## config.mk

```make
export PLATFORM = sky130hd
export DESIGN_NAME = tuner_cmd_rx
export DESIGN_NICKNAME = d
export VERILOG_FILES = /design/src/rtl/tcr_pkg.sv /design/src/rtl/tcr_sync.sv /design/src/rtl/tcr_byte_rx.sv /design/src/rtl/tcr_seq.sv /design/src/rtl/tuner_cmd_rx.sv
export SDC_FILE = /design/constraint.sdc
export NUM_CORES = 1
export LEC_CHECK = 0
export CORE_ASPECT_RATIO = 1.25
export CORE_UTILIZATION = 62
export CTS_CLUSTER_SIZE = 24
export DETAILED_ROUTE_END_ITERATION = 7
export DONT_BUFFER_PORTS = 1
export GPL_TIMING_DRIVEN = 0
export PLACE_DENSITY = 0.78
export SYNTH_ARGS = -nofsm -noshare
export SYNTH_HDL_FRONTEND = slang
export SYNTH_SLANG_ARGS = --single-unit
```

## constraint.sdc

```tcl
create_clock -name clk -period 2.45 [get_ports clk]
set_input_delay 0.1225 -clock clk [delete_from_list [all_inputs] [get_ports clk]]
set_output_delay 0.1225 -clock clk [all_outputs]
set_load 0.02 [all_outputs]
```

## src/rtl/tcr_pkg.sv

```systemverilog
package tcr_pkg;
  localparam int BYTE_W = 8;

  typedef enum logic [1:0] {
    SQ_IDLE = 2'd0,
    SQ_ADDR = 2'd1,
    SQ_DATA = 2'd2
  } seq_st_t;
endpackage

```

## src/rtl/tcr_sync.sv

```systemverilog
module tcr_sync #(
  parameter int STAGES = 2
) (
  input  logic clk,
  input  logic rst,
  input  logic scl_in,
  input  logic sda_in,
  output logic sda_bit,
  output logic scl_rise,
  output logic scl_fall,
  output logic start_det,
  output logic stop_det
);
  logic [STAGES-1:0] scl_ff;
  logic [STAGES-1:0] sda_ff;
  logic scl_q, sda_q;
  logic scl_cur, sda_cur;

  assign scl_cur = scl_ff[STAGES-1];
  assign sda_cur = sda_ff[STAGES-1];

  // idle bus is high on both lines: reset there so no false condition appears
  always_ff @(posedge clk) begin
    if (rst) begin
      scl_ff <= '1;
      sda_ff <= '1;
      scl_q  <= 1'b1;
      sda_q  <= 1'b1;
    end else begin
      scl_ff <= {scl_ff[STAGES-2:0], scl_in};
      sda_ff <= {sda_ff[STAGES-2:0], sda_in};
      scl_q  <= scl_cur;
      sda_q  <= sda_cur;
    end
  end

  assign sda_bit   = sda_cur;
  assign scl_rise  = ~scl_q & scl_cur;
  assign scl_fall  = scl_q & ~scl_cur;
  assign start_det = scl_q & scl_cur & sda_q & ~sda_cur;
  assign stop_det  = scl_q & scl_cur & ~sda_q & sda_cur;
endmodule

```

## src/rtl/tcr_byte_rx.sv

```systemverilog
module tcr_byte_rx #(
  parameter int W = 8
) (
  input  logic         clk,
  input  logic         rst,
  input  logic         start_det,
  input  logic         scl_rise,
  input  logic         scl_fall,
  input  logic         sda_bit,
  input  logic         ack_ok,
  output logic [W-1:0] rx_byte,
  output logic         byte_done,
  output logic         sda_oe
);
  localparam int CW = $clog2(W + 1);

  logic [CW-1:0] cnt;
  logic          in_ack;

  always_ff @(posedge clk) begin
    if (rst) begin
      cnt       <= '0;
      in_ack    <= 1'b0;
      sda_oe    <= 1'b0;
      byte_done <= 1'b0;
      rx_byte   <= '0;
    end else begin
      byte_done <= 1'b0;
      if (start_det) begin
        cnt    <= '0;
        in_ack <= 1'b0;
        sda_oe <= 1'b0;
      end else if (scl_rise && !in_ack && cnt != CW'(W)) begin
        rx_byte <= {rx_byte[W-2:0], sda_bit};
        cnt     <= cnt + 1'b1;
      end else if (scl_fall && in_ack) begin
        in_ack <= 1'b0;
        sda_oe <= 1'b0;
        cnt    <= '0;
      end else if (scl_fall && cnt == CW'(W)) begin
        in_ack    <= 1'b1;
        sda_oe    <= ack_ok;
        byte_done <= 1'b1;
      end
    end
  end

  // the line is pulled only inside the acknowledge slot
  a_r1_oe_in_slot: assert property (@(posedge clk) disable iff (rst)
    sda_oe |-> in_ack);
  // the pull-down ends at the SCL fall of the ninth clock
  a_r1_oe_release: assert property (@(posedge clk) disable iff (rst)
    (sda_oe && scl_fall && !start_det) |=> !sda_oe);
  a_r8_cnt_bound: assert property (@(posedge clk) disable iff (rst)
    cnt <= CW'(W));
endmodule

```

## src/rtl/tcr_seq.sv

```systemverilog
module tcr_seq
  import tcr_pkg::*;
#(
  parameter int          ADDR_W   = 7,
  parameter logic [6:0]  DEV_ADDR = 7'h61,
  parameter int          DIV_W    = 15,
  parameter int          BAND_W   = 4,
  parameter int          PAIRS    = 2
) (
  input  logic              clk,
  input  logic              rst,
  input  logic              start_det,
  input  logic              stop_det,
  input  logic              byte_done,
  input  logic [BYTE_W-1:0] rx_byte,
  output logic              ack_ok,
  output logic [DIV_W-1:0]  div_ratio,
  output logic [BYTE_W-1:0] ctrl_byte,
  output logic [BAND_W-1:0] band_out
);
  localparam int MAXB = 2 * PAIRS;
  localparam int DCW  = $clog2(MAXB + 1);
  localparam int HI_W = DIV_W - BYTE_W;

  seq_st_t           st;
  logic [DCW-1:0]    dcnt;
  logic [BYTE_W-1:0] hold;
  logic              seen_freq, seen_ctrl;
  logic              have_freq, have_ctrl;
  logic [DIV_W-1:0]  pend_div;
  logic [BYTE_W-1:0] pend_ctrl;
  logic [BAND_W-1:0] pend_band;

  always_comb begin
    ack_ok = 1'b0;
    case (st)
      SQ_ADDR: ack_ok = (rx_byte == {DEV_ADDR[ADDR_W-1:0], 1'b0});
      SQ_DATA: begin
        if (dcnt == DCW'(MAXB))  ack_ok = 1'b0;
        else if (dcnt[0])        ack_ok = 1'b1;
        else if (rx_byte[BYTE_W-1]) ack_ok = !seen_ctrl;
        else                     ack_ok = !seen_freq;
      end
      default: ack_ok = 1'b0;
    endcase
  end

  always_ff @(posedge clk) begin
    if (rst) begin
      st        <= SQ_IDLE;
      dcnt      <= '0;
      hold      <= '0;
      seen_freq <= 1'b0;
      seen_ctrl <= 1'b0;
      have_freq <= 1'b0;
      have_ctrl <= 1'b0;
      pend_div  <= '0;
      pend_ctrl <= '0;
      pend_band <= '0;
      div_ratio <= '0;
      ctrl_byte <= '0;
      band_out  <= '0;
    end else if (start_det) begin
      st        <= SQ_ADDR;
      dcnt      <= '0;
      seen_freq <= 1'b0;
      seen_ctrl <= 1'b0;
      have_freq <= 1'b0;
      have_ctrl <= 1'b0;
    end else if (stop_det) begin
      if (st == SQ_DATA && have_freq) div_ratio <= pend_div;
      if (st == SQ_DATA && have_ctrl) begin
        ctrl_byte <= pend_ctrl;
        band_out  <= pend_band;
      end
      st        <= SQ_IDLE;
      have_freq <= 1'b0;
      have_ctrl <= 1'b0;
    end else if (byte_done && st != SQ_IDLE) begin
      if (!ack_ok) begin
        st        <= SQ_IDLE;
        have_freq <= 1'b0;
        have_ctrl <= 1'b0;
      end else if (st == SQ_ADDR) begin
        st   <= SQ_DATA;
        dcnt <= '0;
      end else begin
        dcnt <= dcnt + 1'b1;
        if (!dcnt[0]) begin
          hold <= rx_byte;
          if (rx_byte[BYTE_W-1]) seen_ctrl <= 1'b1;
          else                   seen_freq <= 1'b1;
        end else if (hold[BYTE_W-1]) begin
          pend_ctrl <= hold;
          pend_band <= rx_byte[BAND_W-1:0];
          have_ctrl <= 1'b1;
        end else begin
          pend_div  <= {hold[HI_W-1:0], rx_byte};
          have_freq <= 1'b1;
        end
      end
    end
  end

  // outputs move only on the cycle after a stop condition
  a_r4_div_hold: assert property (@(posedge clk) disable iff (rst)
    !stop_det |=> $stable(div_ratio));
  a_r4_ctrl_hold: assert property (@(posedge clk) disable iff (rst)
    !stop_det |=> ($stable(ctrl_byte) && $stable(band_out)));
  // any start, repeated or not, drops pending pairs
  a_r7_start_clears: assert property (@(posedge clk) disable iff (rst)
    start_det |=> (!have_freq && !have_ctrl));
  a_r8_dcnt_bound: assert property (@(posedge clk) disable iff (rst)
    dcnt <= DCW'(MAXB));
endmodule

```

## src/rtl/tuner_cmd_rx.sv

```systemverilog
module tuner_cmd_rx
  import tcr_pkg::*;
#(
  parameter logic [6:0] DEV_ADDR    = 7'h61,
  parameter int         SYNC_STAGES = 2,
  parameter int         DIV_W       = 15,
  parameter int         BAND_W      = 4
) (
  input  logic              clk,
  input  logic              rst,
  input  logic              scl_in,
  input  logic              sda_in,
  output logic              sda_oe,
  output logic [DIV_W-1:0]  div_ratio,
  output logic [BYTE_W-1:0] ctrl_byte,
  output logic [BAND_W-1:0] band_out
);
  logic sda_bit, scl_rise, scl_fall, start_det, stop_det;
  logic byte_done, ack_ok;
  logic [BYTE_W-1:0] rx_byte;

  tcr_sync #(.STAGES(SYNC_STAGES)) u_sync (
    .clk(clk), .rst(rst), .scl_in(scl_in), .sda_in(sda_in),
    .sda_bit(sda_bit), .scl_rise(scl_rise), .scl_fall(scl_fall),
    .start_det(start_det), .stop_det(stop_det)
  );

  tcr_byte_rx #(.W(BYTE_W)) u_byte (
    .clk(clk), .rst(rst), .start_det(start_det), .scl_rise(scl_rise),
    .scl_fall(scl_fall), .sda_bit(sda_bit), .ack_ok(ack_ok),
    .rx_byte(rx_byte), .byte_done(byte_done), .sda_oe(sda_oe)
  );

  tcr_seq #(
    .ADDR_W(7), .DEV_ADDR(DEV_ADDR), .DIV_W(DIV_W), .BAND_W(BAND_W), .PAIRS(2)
  ) u_seq (
    .clk(clk), .rst(rst), .start_det(start_det), .stop_det(stop_det),
    .byte_done(byte_done), .rx_byte(rx_byte), .ack_ok(ack_ok),
    .div_ratio(div_ratio), .ctrl_byte(ctrl_byte), .band_out(band_out)
  );
endmodule

```

==> summary.md, run 1 <==
| Metric | Value |
|---|---|
| Fillers | 420 |
| Outcome | finished, violations left |
| Worst clock skew | 0.00849 ns |
| #FFs+latches synth | 92 |
| CP startpoint | u_seq.st[1] |
| Total of max-cap violations | 0 |
| Final Core Density | 72.3% |
| Syn_nets | 368 |
| Clock slew at reported path FFs | 0.09 ns |
| Chip Height | 87.9 um |
| TritonCTS Buffers | 9 |
| # diodes | 0 |
| Ports | 32 |
| Starting Density | 65.9% |
| FF-to-FF End | u_seq.pend_ctrl[2] |
| Detailed Place HPWL | 5.24 mm |
| Longest Clk Path Bufs | 2 |
| Psw | 610 uW |
| Synth Area in Compound Gates | 6.90% |
| Largest family of logic cells by synthesized area | multiplexers |
| Sequential Power Share | 55.3% |
| Failing checks | design-rule violations |
| Leak | 1.77 nW |
| # H-tree levels | 3 |
| Prevailing post-synth register cell | dfxtp_1 |
| Most frequent cells in the layout | 92 x dfxtp_1, 73 x mux2i_1, 49 x nand2_1 |
| Register area | 1840 um2 |
| Post-Synthesis Cell Area | 3660 um2 |
| Post-synthesis xor/xnor area fraction | 0.478% |
| Layout cells sized above 1 | 10.4% |
| Fmax | 0.425 GHz |
| Post-synth EDFFs | 0 |
| Slew Limit Headroom | 53.0% |
| All-Layer GR Usage | 25.1% |
| Clock Root Buffer | clkbuf_8 |
| Reg2reg setup slack | 0.1 ns |
| Initial antenna violation count | 0 |
| Worst-Skew Late Latency | 0.36 ns |
| Setup WS post-layout | 0.0985 ns |
| Synth area leader | dfxtp_1 |
| Hold_ws | 0.0248 ns |
| Die ar. | 6220 um2 |
| Vias in the first global route | 2,436 |
| Drt initial violations | 212 |
| Fin nets | 382 |
| Antenna Nets Post-Route | 0 |
| Commonest non-fill, non-tap cell in the layout | dfxtp_1 |
| Simple-gate share of the synthesized area | 17.0% |
| Mux cell area share after synthesis | 20.0% |
| Final worst-path cycle share | 96.0% |
| Die X | 70.7 um |
| Via count | 2,541 |
| Fin crit period | 2.35 ns |
| Tightest Pin Transition | 0.705 ns |
| Adder-Cell Fraction of Synth Area | 2.39% |
| Crit. End Element | register |
| Final Max Slew Viols | 0 |
| Via-per-instance ratio | 5.78 |
| I/O Buffers | 0 |
| VDD IR max | 0.564 mV |
| Ys Warns | 0 |
| Hold Startpoint | rst |
| Synth unique cells | 46 |
| Total grt overflow | 0 |
| Clock network power share | 42.1% |
| Crit path max fanout | 9 |
| Worst Reg2Reg Path Length in Cells | 8 |
| Row cnt | 30 |
| Worst Path Class, Setup | register to register |
| RePlAce Congestion | 0.835 |
| Combinational fraction of design power | 2.6% |
| Syn Area/Cell | 10.3 um2 |
| First-pass GRT wire length | 11.9 mm |
| Yosys top cell area share | 50.3% |
| Area growth, synth to finish | 9.71% |
| Pin count of the biggest net entering global routing | 18 |
| Syn Inst Count | 357 |
| Async set-or-reset flop fraction in the synthesized netlist | 0% |
| FF-to-FF Start | u_seq.st[1] |
| Critical Path RT | 2.74 ns |
| Hold EP | u_byte.cnt[1] |
| Final setup violation count | 0 |
| CP Launch Type | register |
| Area of the multi-input gates | 1720 um2 |
| Per-cell routed wire length | 16.8 um |
| Residual DRC | 4 |
| HP Class | input pin to register |
| Hold path cells | 2 |
| First-pass DRT Iterations | 6 |
| CTS sink cnt | 92 |
| Final hold violation count | 0 |
| Final WL | 7.40 mm |
| Pre-CTS setup slack | -0.0813 ns |
| Core Box Area | 5560 um2 |
| Cell Pwr Density | 678 nW/um2 |
| Sequential share of the synthesized area | 50.3% |
| Switching part of the total power | 22.4% |
| Pint | 2.11 mW |
| Critical path arrival | 2.64 ns |
| Synth area leaders | dfxtp_1 50%, mux2i_1 20%, nand2_1 5.0% |
| CTS tree | done |
-- Yosys cell counts (2+ instances only) --
cell and count:
mux2i_1 73, a2111o_1 2, a21oi_1 4, a2111oi_0 3
or2_2 7, inv_1 7, ha_1 7, o21a_1 2
clkbuf_1 10, nor2_1 46, buf_2 5, and2_1 3
nand2_1 49, a21o_1 2, and4b_1 2, a211oi_1 2
nand3_1 4, nand3b_1 3, nand4_1 4, xor2_1 2
nor3_1 2, and3_1 3, dfxtp_1 92
-- kinds of logic (layout without fill, tap and decap cells) --
kind of cell    Yosys count  in the layout
simple gates            131            131
flops                    92             92
mux                      73             73
compound gates           27             27
buf+inv                  25             44
fa+ha+maj                 7              7
xor+xnor                  2              2
-- worst max-delay path: stages, from the launching register on --
cell and delay (ns):
dfxtp_1 0.39, inv_1 0.08, ha_1 0.18, clkbuf_1 0.24, nor4bb_2 0.54, nand2_1 0.19, a211oi_4 0.29, buf_12 0.17
mux2i_1 0.19
-- timing repair --
action	in CTS	in global routing
buffers inserted	0	1
resized for setup	1	0
endpoints found under the setup margin	8	8
hold buffers	2	0
hold endpoints to repair	2	0
pin swaps	0	1
-- power groups by stage --
stage,Clock [mW],Sequential (mW),Combinational (mW)
2_1_floorplan,0,1.54,0.0499
3_3_place_gp,0,1.54,0.0658
3_5_place_dp,0,1.54,0.0675
4_1_cts,1.16,1.50,0.0708
5_1_grt,1.23,1.51,0.0785
6_report,1.14,1.50,0.0716
-- flip-flops by register name, indices dropped and copies added, names as in the netlist, 2 cells and up --
name             cells
u_sync.sda_ff        2
u_seq.st             2
u_byte.rx_byte       8
u_byte.cnt           4
u_seq.pend_div      15
u_sync.scl_ff        2
u_seq.dcnt           3
u_seq.hold           8
u_seq.pend_ctrl      8
u_seq.div_ratio     15
u_seq.ctrl_byte      8
u_seq.pend_band      4
u_seq.band_out       4
-- layout make-up --
class | count | share of cell area (%)
multi-input cells | 240 | 42.8
clock inverters | 7 | 2.62
well taps | 64 | 1.99
repair buffers | 3 | 0.997
clock buffers | 9 | 3.08
plain buffers | 17 | 1.93
inverters | 8 | 0.748
flip-flops and latches | 92 | 45.9
-- metal layers --
metal | vias up | GRT usage [%] | share of wire (%)
met5 | - | 0 | 0
met1 | 1224 | 29.5 | 43
met2 | 48 | 44.8 | 52
li1 | 1261 | - | -
met3 | 8 | 7.02 | 3.5
met4 | 0 | 7.82 | 1.1
-- worst max path at each step --
stage	to	slack (ns)
3_3_place_gp	u_seq.pend_ctrl[3]	0.03
4_1_cts	u_seq.pend_ctrl[2]	0.01
3_5_place_dp	u_seq.pend_ctrl[5]	-0.08
6_report	u_seq.pend_ctrl[2]	0.1
5_1_grt	u_seq.pend_band[2]	-0.01
2_1_floorplan	u_seq.pend_band[2]	0.46
-- stage by stage --
step	setup TNS, ns	power (mW)	instance area [um2]	std cells
floorplan	0	1.59	3660	357
global placement	0	1.61	3740	421
detailed placement	-0.441	1.61	3740	421
CTS	0	2.74	4000	439
global route	-0.0115	2.81	4020	440
finish	0	2.72	4020	440
Power figures use the tool's default switching activity.
==> inputs of run 2 (changes only) <==
- CORE_UTILIZATION: 62 -> 45
- PLACE_DENSITY: 0.78 -> default
- clock period: 2.45 -> 2 ns (I/O delays scaled with it)
==> run 2 against run 1 <==
The flow now finishes without violations. Clock-buffer cell count up 3. First-iteration DRC count down 49%. Global-route usage down 6.3 points. Sequential cell count unchanged. Clock power about the same. Core utilization down 20 points. Die area up 37%. Via count down 2.5%. Wire length up 0.15%. Critical path type unchanged. Largest power group unchanged. Combinational power up 24%. Highest routed layer unchanged.
==> summary.md, run 2 (synthesized netlist as in run 1, its figures left out) <==
| Metric | Value |
|---|---|
| Residual DRC | 0 (-4) |
| Area growth, synth to finish | 12.3% |
| Final WL | 7.41 mm (+0.15%) |
| Final Max Slew Viols | 0 (unchanged) |
| RePlAce Congestion | 0.761 (-8.9%) |
| Worst Path Class, Setup | register to register |
| Routing usage on met2 | 31.7% (-13 points) |
| Top flop regs | u_seq.div_ratio (15), u_seq.pend_div (15) |
| Total of max-cap violations | 0 (unchanged) |
| RSZ-0062 raised after global routing | false |
| GR met1 Demand/Resource | 22.9% (-6.6 points) |
| CTS sink cnt | 92 (unchanged) |
| Longest Clk Path Bufs | 2 (unchanged) |
| Critical Path RT | 2.23 ns (-0.51 ns) |
| Clock slew at reported path FFs | 0.09 ns (about the same) |
| Layout cells sized above 1 | 14.4% (+4.0 points) |
| Initial antenna violation count | 0 (unchanged) |
| Tightest Pin Transition | 0.660 ns (-0.0449 ns) |
| Commonest non-fill, non-tap cell in the layout | dfxtp_1 |
| Final worst-path cycle share | 95.8% (-0.20 points) |
| VDD IR max | 0.549 mV (-2.5%) |
| Worst clock skew | 0.0103 ns (+0.00178 ns) |
| Cell Pwr Density | 756 nW/um2 (+12%) |
| Total grt overflow | 0 (unchanged) |
| Worst-Skew Late Latency | 0.35 ns (about the same) |
| Row cnt | 36 (+20%) |
| Crit. End Element | register |
| Most frequent cells in the layout | 89 x dfxtp_1, 72 x mux2i_1, 49 x nand2_1 |
| Placed Cells | 452 (+7.4%) |
| Chip Height | 103 um (+17%) |
| Reg2reg setup slack | 0.08 ns (about the same) |
| I/O Buffers | 0 (unchanged) |
| Pre-CTS setup slack | -0.492 ns (-0.411 ns) |
| # H-tree levels | 3 (unchanged) |
| Detailed Place HPWL | 5.31 mm (+1.3%) |
| Die ar. | 8500 um2 (+37%) |
| Fin crit period | 1.92 ns (-0.436 ns) |
| Via count | 2,477 (-2.5%) |
| Clock Root Buffer | clkbuf_8 |
| Per-cell routed wire length | 15.5 um (-7.6%) |
| Fin nets | 388 (+1.6%) |
| HP Class | input pin to register |
| Via-per-instance ratio | 5.19 (-10%) |
| Ports | 32 (unchanged) |
| CTS tree | done |
| Die X | 82.7 um (+17%) |
| Routing usage on met3 | 4.78% (-2.2 points) |
| All-Layer GR Usage | 18.8% (-6.3 points) |
| Slew Limit Headroom | 55.8% (+2.8 points) |
| Crit path max fanout | 10 (+1) |
| Final hold violation count | 0 (unchanged) |
| Outcome | completed |
| Vias in the first global route | 2,346 (-3.7%) |
| Final setup violation count | 0 (unchanged) |
| TritonCTS Buffers | 9 (unchanged) |
| Fmax | 0.522 GHz (+23%) |
| Drt initial violations | 109 (-49%) |
| Leak | 1.80 nW (+1.2%) |
| Setup WS post-layout | 0.0843 ns (-0.0141 ns) |
| Layout Cells excl Fill | 477 (+8.4%) |
| Core Box Area | 7840 um2 (+41%) |
| # diodes | 0 (unchanged) |
| First-pass GRT wire length | 11.8 mm (-0.88%) |
| First-pass DRT Iterations | 4 (-2) |
| CP Launch Type | register |
| Starting Density | 46.7% (-19 points) |
| Most used routing layer | met2 |
| Critical path arrival | 2.15 ns (-0.49 ns) |
| Antenna Nets Post-Route | 0 (unchanged) |
| Pin count of the biggest net entering global routing | 16 (-2) |
## run 2: final cells by class
| class | count | area [um2] |
|---|---|---|
| Multi-Input combinational cell | 240 | 1760 |
| Fill cell | 756 | 3730 |
| Clock inverter | 4 | 31.3 |
| Inverter | 8 | 30.0 |
| Buffer | 16 | 77.6 |
| Clock buffer | 12 | 155 |
| Timing Repair Buffer | 10 | 92.6 |
| Tap cell | 95 | 119 |
| Sequential cell | 92 | 1850 |
## run 2: power by group
| part | leakage (nW) | internal (mW) | total, mW | switching [mW] |
|---|---|---|---|---|
| logic | 0.968 | 0.0269 | 0.0890 | 0.0621 |
| registers | 0.744 | 1.84 | 1.84 | 0.00655 |
| clock network | 0.0852 | 0.525 | 1.17 | 0.647 |
## run 2: worst max-delay path, cell delays in order, from the launching register on
cell      delay (ns)
dfxtp_2         0.35
inv_1           0.06
ha_2            0.35
and2_4          0.16
o211ai_4        0.10
a2111o_1        0.47
buf_6           0.18
mux2i_1         0.12
## run 2: layer usage
metal  vias up  part of all wire, %
met5         -                    0
met4         0                  1.5
met3        10                  3.9
met2        35                   49
met1      1163                   46
li1       1269                    -
## run 2: timing repair
item,in CTS,in global routing
gates cloned,0,0
hold buffers,2,0
pin swaps,2,4
gates resized for setup,8,7
hold endpoints to repair,2,0
endpoints found under the setup margin,36,41
setup buffers,4,4
## run 2: path summary, 6_finish.rpt
kind | from | endpoint | cells past startpoint
worst max-delay path | u_seq.st[1] | u_seq.pend_div[14] | 7
worst min-delay path | rst | u_byte.cnt[3] | 2
worst max register to register | u_seq.st[1] | u_seq.pend_div[14] | 7
worst min register to register | u_sync.scl_ff[0] | u_sync.scl_ff[1] | 1
## run 2: through the flow
stage / instance area, um2 / utilization (%) / TNS, ns / hold WS, ns / power (mW)
floorplan: 3660 / - / 0 / 0.204 / 1.95
global placement: 3780 / 48.2 / -6.27 / 0.205 / 1.97
detailed placement: 3780 / 48.2 / -6.84 / 0.207 / 1.97
CTS: 4070 / 51.9 / 0 / 0.00507 / 3.14
global route: 4110 / 52.4 / 0 / 0.0206 / 3.23
finish: 4110 / 52.4 / 0 / 0.0143 / 3.11
==> inputs of run 3 (changes only) <==
- ABC_AREA: default -> 1
- CORE_ASPECT_RATIO: 1.25 -> 2
==> run 3 against run 2 <==
Combinational power up 17%. Highest routed layer unchanged. Clock power up 47%. Critical path type unchanged. Clock-buffer cell count down 1. Via count up 24%. Largest cell class unchanged. Non-clock buffer count down 4.
==> summary.md, run 3 <==
| Metric | Value |
|---|---|
| CP Launch Type | register |
| Worst Path Class, Setup | register to register |
| Synth unique cells | 31 (-33%) |
| Yosys top cell area share | 48.6% (-1.7 points) |
| Crit. End Element | register |
| Wl on met1 | 3.13 mm (-8.4%) |
| Die ar. | 8820 um2 (+3.7%) |
| Synth area leaders | dfxtp_1 49%, nand2_1 9.4%, nor2_1 8.8% |
| Outcome | completed |
| RSZ-0062 raised after global routing | false |
| Adder-Cell Fraction of Synth Area | 2.31% (-0.082 points) |
| Post-synthesis xor/xnor area fraction | 0.462% (-0.016 points) |
| Simple-gate share of the synthesized area | 24.9% (+7.8 points) |
| Final hold violation count | 0 (unchanged) |
| Tightest Pin Transition | 0.465 ns (-0.195 ns) |
| Vias in the first global route | 2,944 (+25%) |
| All-Layer GR Usage | 20.6% (+1.8 points) |
| Via count | 3,060 (+24%) |
| Top cells by count, synth | 95 x nand2_1, 92 x dfxtp_1, 89 x nor2_1, 88 x inv_1, 45 x a21oi_1 |
| Layout cells sized above 1 | 8.04% (-6.4 points) |
| Non-Filler Cell Area, Final | 4250 um2 (+3.3%) |
| Slowest stage cell, crit path | dfxtp_1 |
| Starting Density | 46.0% (-0.66 points) |
| Per-cell routed wire length | 12.9 um (-17%) |
| Largest family of logic cells by synthesized area | simple AND/OR/NAND/NOR gates |
| Leak | 1.94 nW (+7.7%) |
| # H-tree levels | 3 (unchanged) |
| Final setup violation count | 0 (unchanged) |
| Syn Inst Count | 516 (+45%) |
| Critical path arrival | 2.09 ns (-0.06 ns) |
| I/O Buffers | 0 (unchanged) |
| Detailed Place HPWL | 6.10 mm (+15%) |
| Row cnt | 47 (+31%) |
| Prevailing post-synth register cell | dfxtp_1 |
| Final WL | 8.14 mm (+9.9%) |
| Setup total negative slack | 0 ns (unchanged) |
| Ports | 32 (unchanged) |
| Critical path, cell by cell | inv_1 -> ha_1 -> nor2_4 -> inv_2 -> nor3_2 -> nand4_4 -> buf_2 -> nor2_1 -> nor2_1 |
| Post-Synthesis Cell Area | 3790 um2 (+3.6%) |
| Sequential share of the synthesized area | 48.6% (-1.7 points) |
| Async set-or-reset flop fraction in the synthesized netlist | 0% (unchanged) |
| CTS sink cnt | 92 (unchanged) |
| CP bufs+invs | 3 (+1) |
| Cell Pwr Density | 867 nW/um2 (+15%) |
| RePlAce Congestion | 0.796 (+4.6%) |
| CP dominant cell by count | nor2_1 |
| Chip Height | 132 um (+28%) |
| Syn_nets | 527 (+43%) |
| First-pass DRT Iterations | 5 (+1) |
| HP Class | input pin to register |
| Die X | 66.9 um (-19%) |
| Mux cell area share after synthesis | 0% (-20 points) |
| Fin nets | 541 (+39%) |
| Total grt overflow | 0 (unchanged) |
| Ys Warns | 0 (unchanged) |
| Switching part of the total power | 21.7% (-1.3 points) |
| Top flop regs | u_seq.div_ratio (15), u_seq.pend_div (15) |
| Most common cell in the netlist | nand2_1 |
| Fin crit period | 1.86 ns (-0.0597 ns) |
| Antenna Nets Post-Route | 0 (unchanged) |
| Final worst-path cycle share | 92.8% (-3.0 points) |
| Pin count of the biggest net entering global routing | 16 (unchanged) |
| Sequential Power Share | 50.5% (-8.9 points) |
| CTS tree | done |
| WL met2 | 4.62 mm (+29%) |
| Most frequent cells in the layout | 95 x nand2_1, 91 x dfxtp_1, 89 x nor2_1 |
| Pint | 2.88 mW (+21%) |
| Via-per-instance ratio | 4.83 (-6.9%) |
| Placed inst area | 3910 um2 (+3.5%) |
| #FFs+latches synth | 92 (unchanged) |
| Longest Clk Path Bufs | 2 (unchanged) |
| Total of max-cap violations | 0 (unchanged) |
| Initial antenna violation count | 0 (unchanged) |
| Combinational fraction of design power | 2.8% (about the same) |
| Worst-Skew Late Latency | 0.35 ns (about the same) |
| Max Used Layer | met4 |
| Drt initial violations | 126 (+16%) |
| Kind of cell adding the most delay to the critical path | simple AND/OR/NAND/NOR gates |
| Slew Limit Headroom | 69.0% (+13 points) |
| Crit path max fanout | 10 (unchanged) |
| Clock slew at reported path FFs | 0.06 ns (-0.03 ns) |
| Met3 Routed Length | 186 um (-35%) |
| TritonCTS Buffers | 9 (unchanged) |
| Syn Area/Cell | 7.35 um2 (-28%) |
| Final Power | 3.68 mW (+19%) |
| Psw | 800 uW (+12%) |
| Residual DRC | 0 (unchanged) |
| Hold_ws | 0.251 ns (+0.236 ns) |
| Worst clock skew | 0.00857 ns (-0.00170 ns) |
| Post-synth EDFFs | 0 (unchanged) |
| Worst stage delay on the critical path | 0.37 ns (-0.10 ns) |
| Final Max Slew Viols | 0 (unchanged) |
| Commonest non-fill, non-tap cell in the layout | nand2_1 |
| # diodes | 0 (unchanged) |
| Area growth, synth to finish | 12.0% |
| VDD IR max | 0.479 mV (-13%) |
| Core Box Area | 8230 um2 (+5.0%) |
| Critical Path RT | 2.24 ns (about the same) |
| Synth area leader | dfxtp_1 |
| Fmax | 0.539 GHz (+3.2%) |
| Setup bufs post-CTS | 0 (-4) |
| Clock network power share | 46.7% (+8.9 points) |
| Clock Root Buffer | clkbuf_16 |
| Synth Area in Compound Gates | 11.7% (+4.8 points) |
| Final Core Density | 51.6% (-0.85 points) |
| First-pass GRT wire length | 13.7 mm (+16%) |
[run 3: cell count changes in the layout (fill, tap and decap cells not counted), sizes merged, moves of 4 or more]
cell     previous run  this run
nand3               4        11
a21oi               4        45
mux2i              73         0
inv                 9        93
nor2               46        92
a2111oi             4         0
buf                14         9
nand2              49        97
o21ai               1        38
[run 3: power groups by stage]
stage	registers (mW)	logic, mW	clock network (mW)
CTS	1.86	0.106	1.75
global route	1.86	0.119	1.83
detailed placement	1.90	0.0989	0
global placement	1.90	0.0976	0
floorplan	1.89	0.0748	0
finish	1.86	0.104	1.72
[run 3: layout make-up]
| class | count | area [um2] |
|---|---|---|
| clock inverters | 5 | 60.1 |
| plain buffers | 19 | 108 |
| inverters | 93 | 349 |
| multi-input cells | 312 | 1490 |
| well taps | 98 | 123 |
| repair buffers | 3 | 30.0 |
| fillers | 874 | 3990 |
| flip-flops and latches | 92 | 1840 |
| clock buffers | 11 | 243 |
[run 3: kinds of logic (layout without fill, tap and decap cells)]
family,Yosys count,count (layout)
and+or+nand+nor,216,216
buffers and inverters,112,131
DFF,92,92
AOI/OAI and AO/OA,87,87
adders and majority gates,7,7
xor gates and xnor gates,2,2
[run 3: path summary, 6_finish.rpt]
check,from,to,slack (ns),depth (start not counted)
worst max-delay path,u_seq.st[0],u_seq.pend_band[2],0.14,9
worst min-delay path,rst,u_sync.sda_q,0.25,3
worst max register to register,u_seq.st[0],u_seq.pend_band[2],0.14,9
worst min register to register,u_sync.sda_ff[0],u_sync.sda_ff[1],0.41,1
[run 3: tightest hold or removal path: stages]
cell      delay, ns
clkinv_1       0.10
buf_2          0.27
nand2_1        0.08
[run 3: per-stage QoR]
stage	worst slack, ns	cells
final	0.144	633
after global placement	0.112	614
after detailed placement	0.0738	614
after floorplan	0.397	516
after CTS	0.0742	633
after global routing	0.00253	633
[run 3: metal layers]
layer  up-vias  track usage (%)
met2        43             38.7
met3        14             4.41
met4         0             8.39
li1       1611                -
met1      1392             20.7
met5         -                0
[run 3: timing repair]
action                                  CTS  global route
resized for setup                         0             1
hold endpoints to repair                  7             0
hold buffers                              3             0
endpoints found under the setup margin    0            17
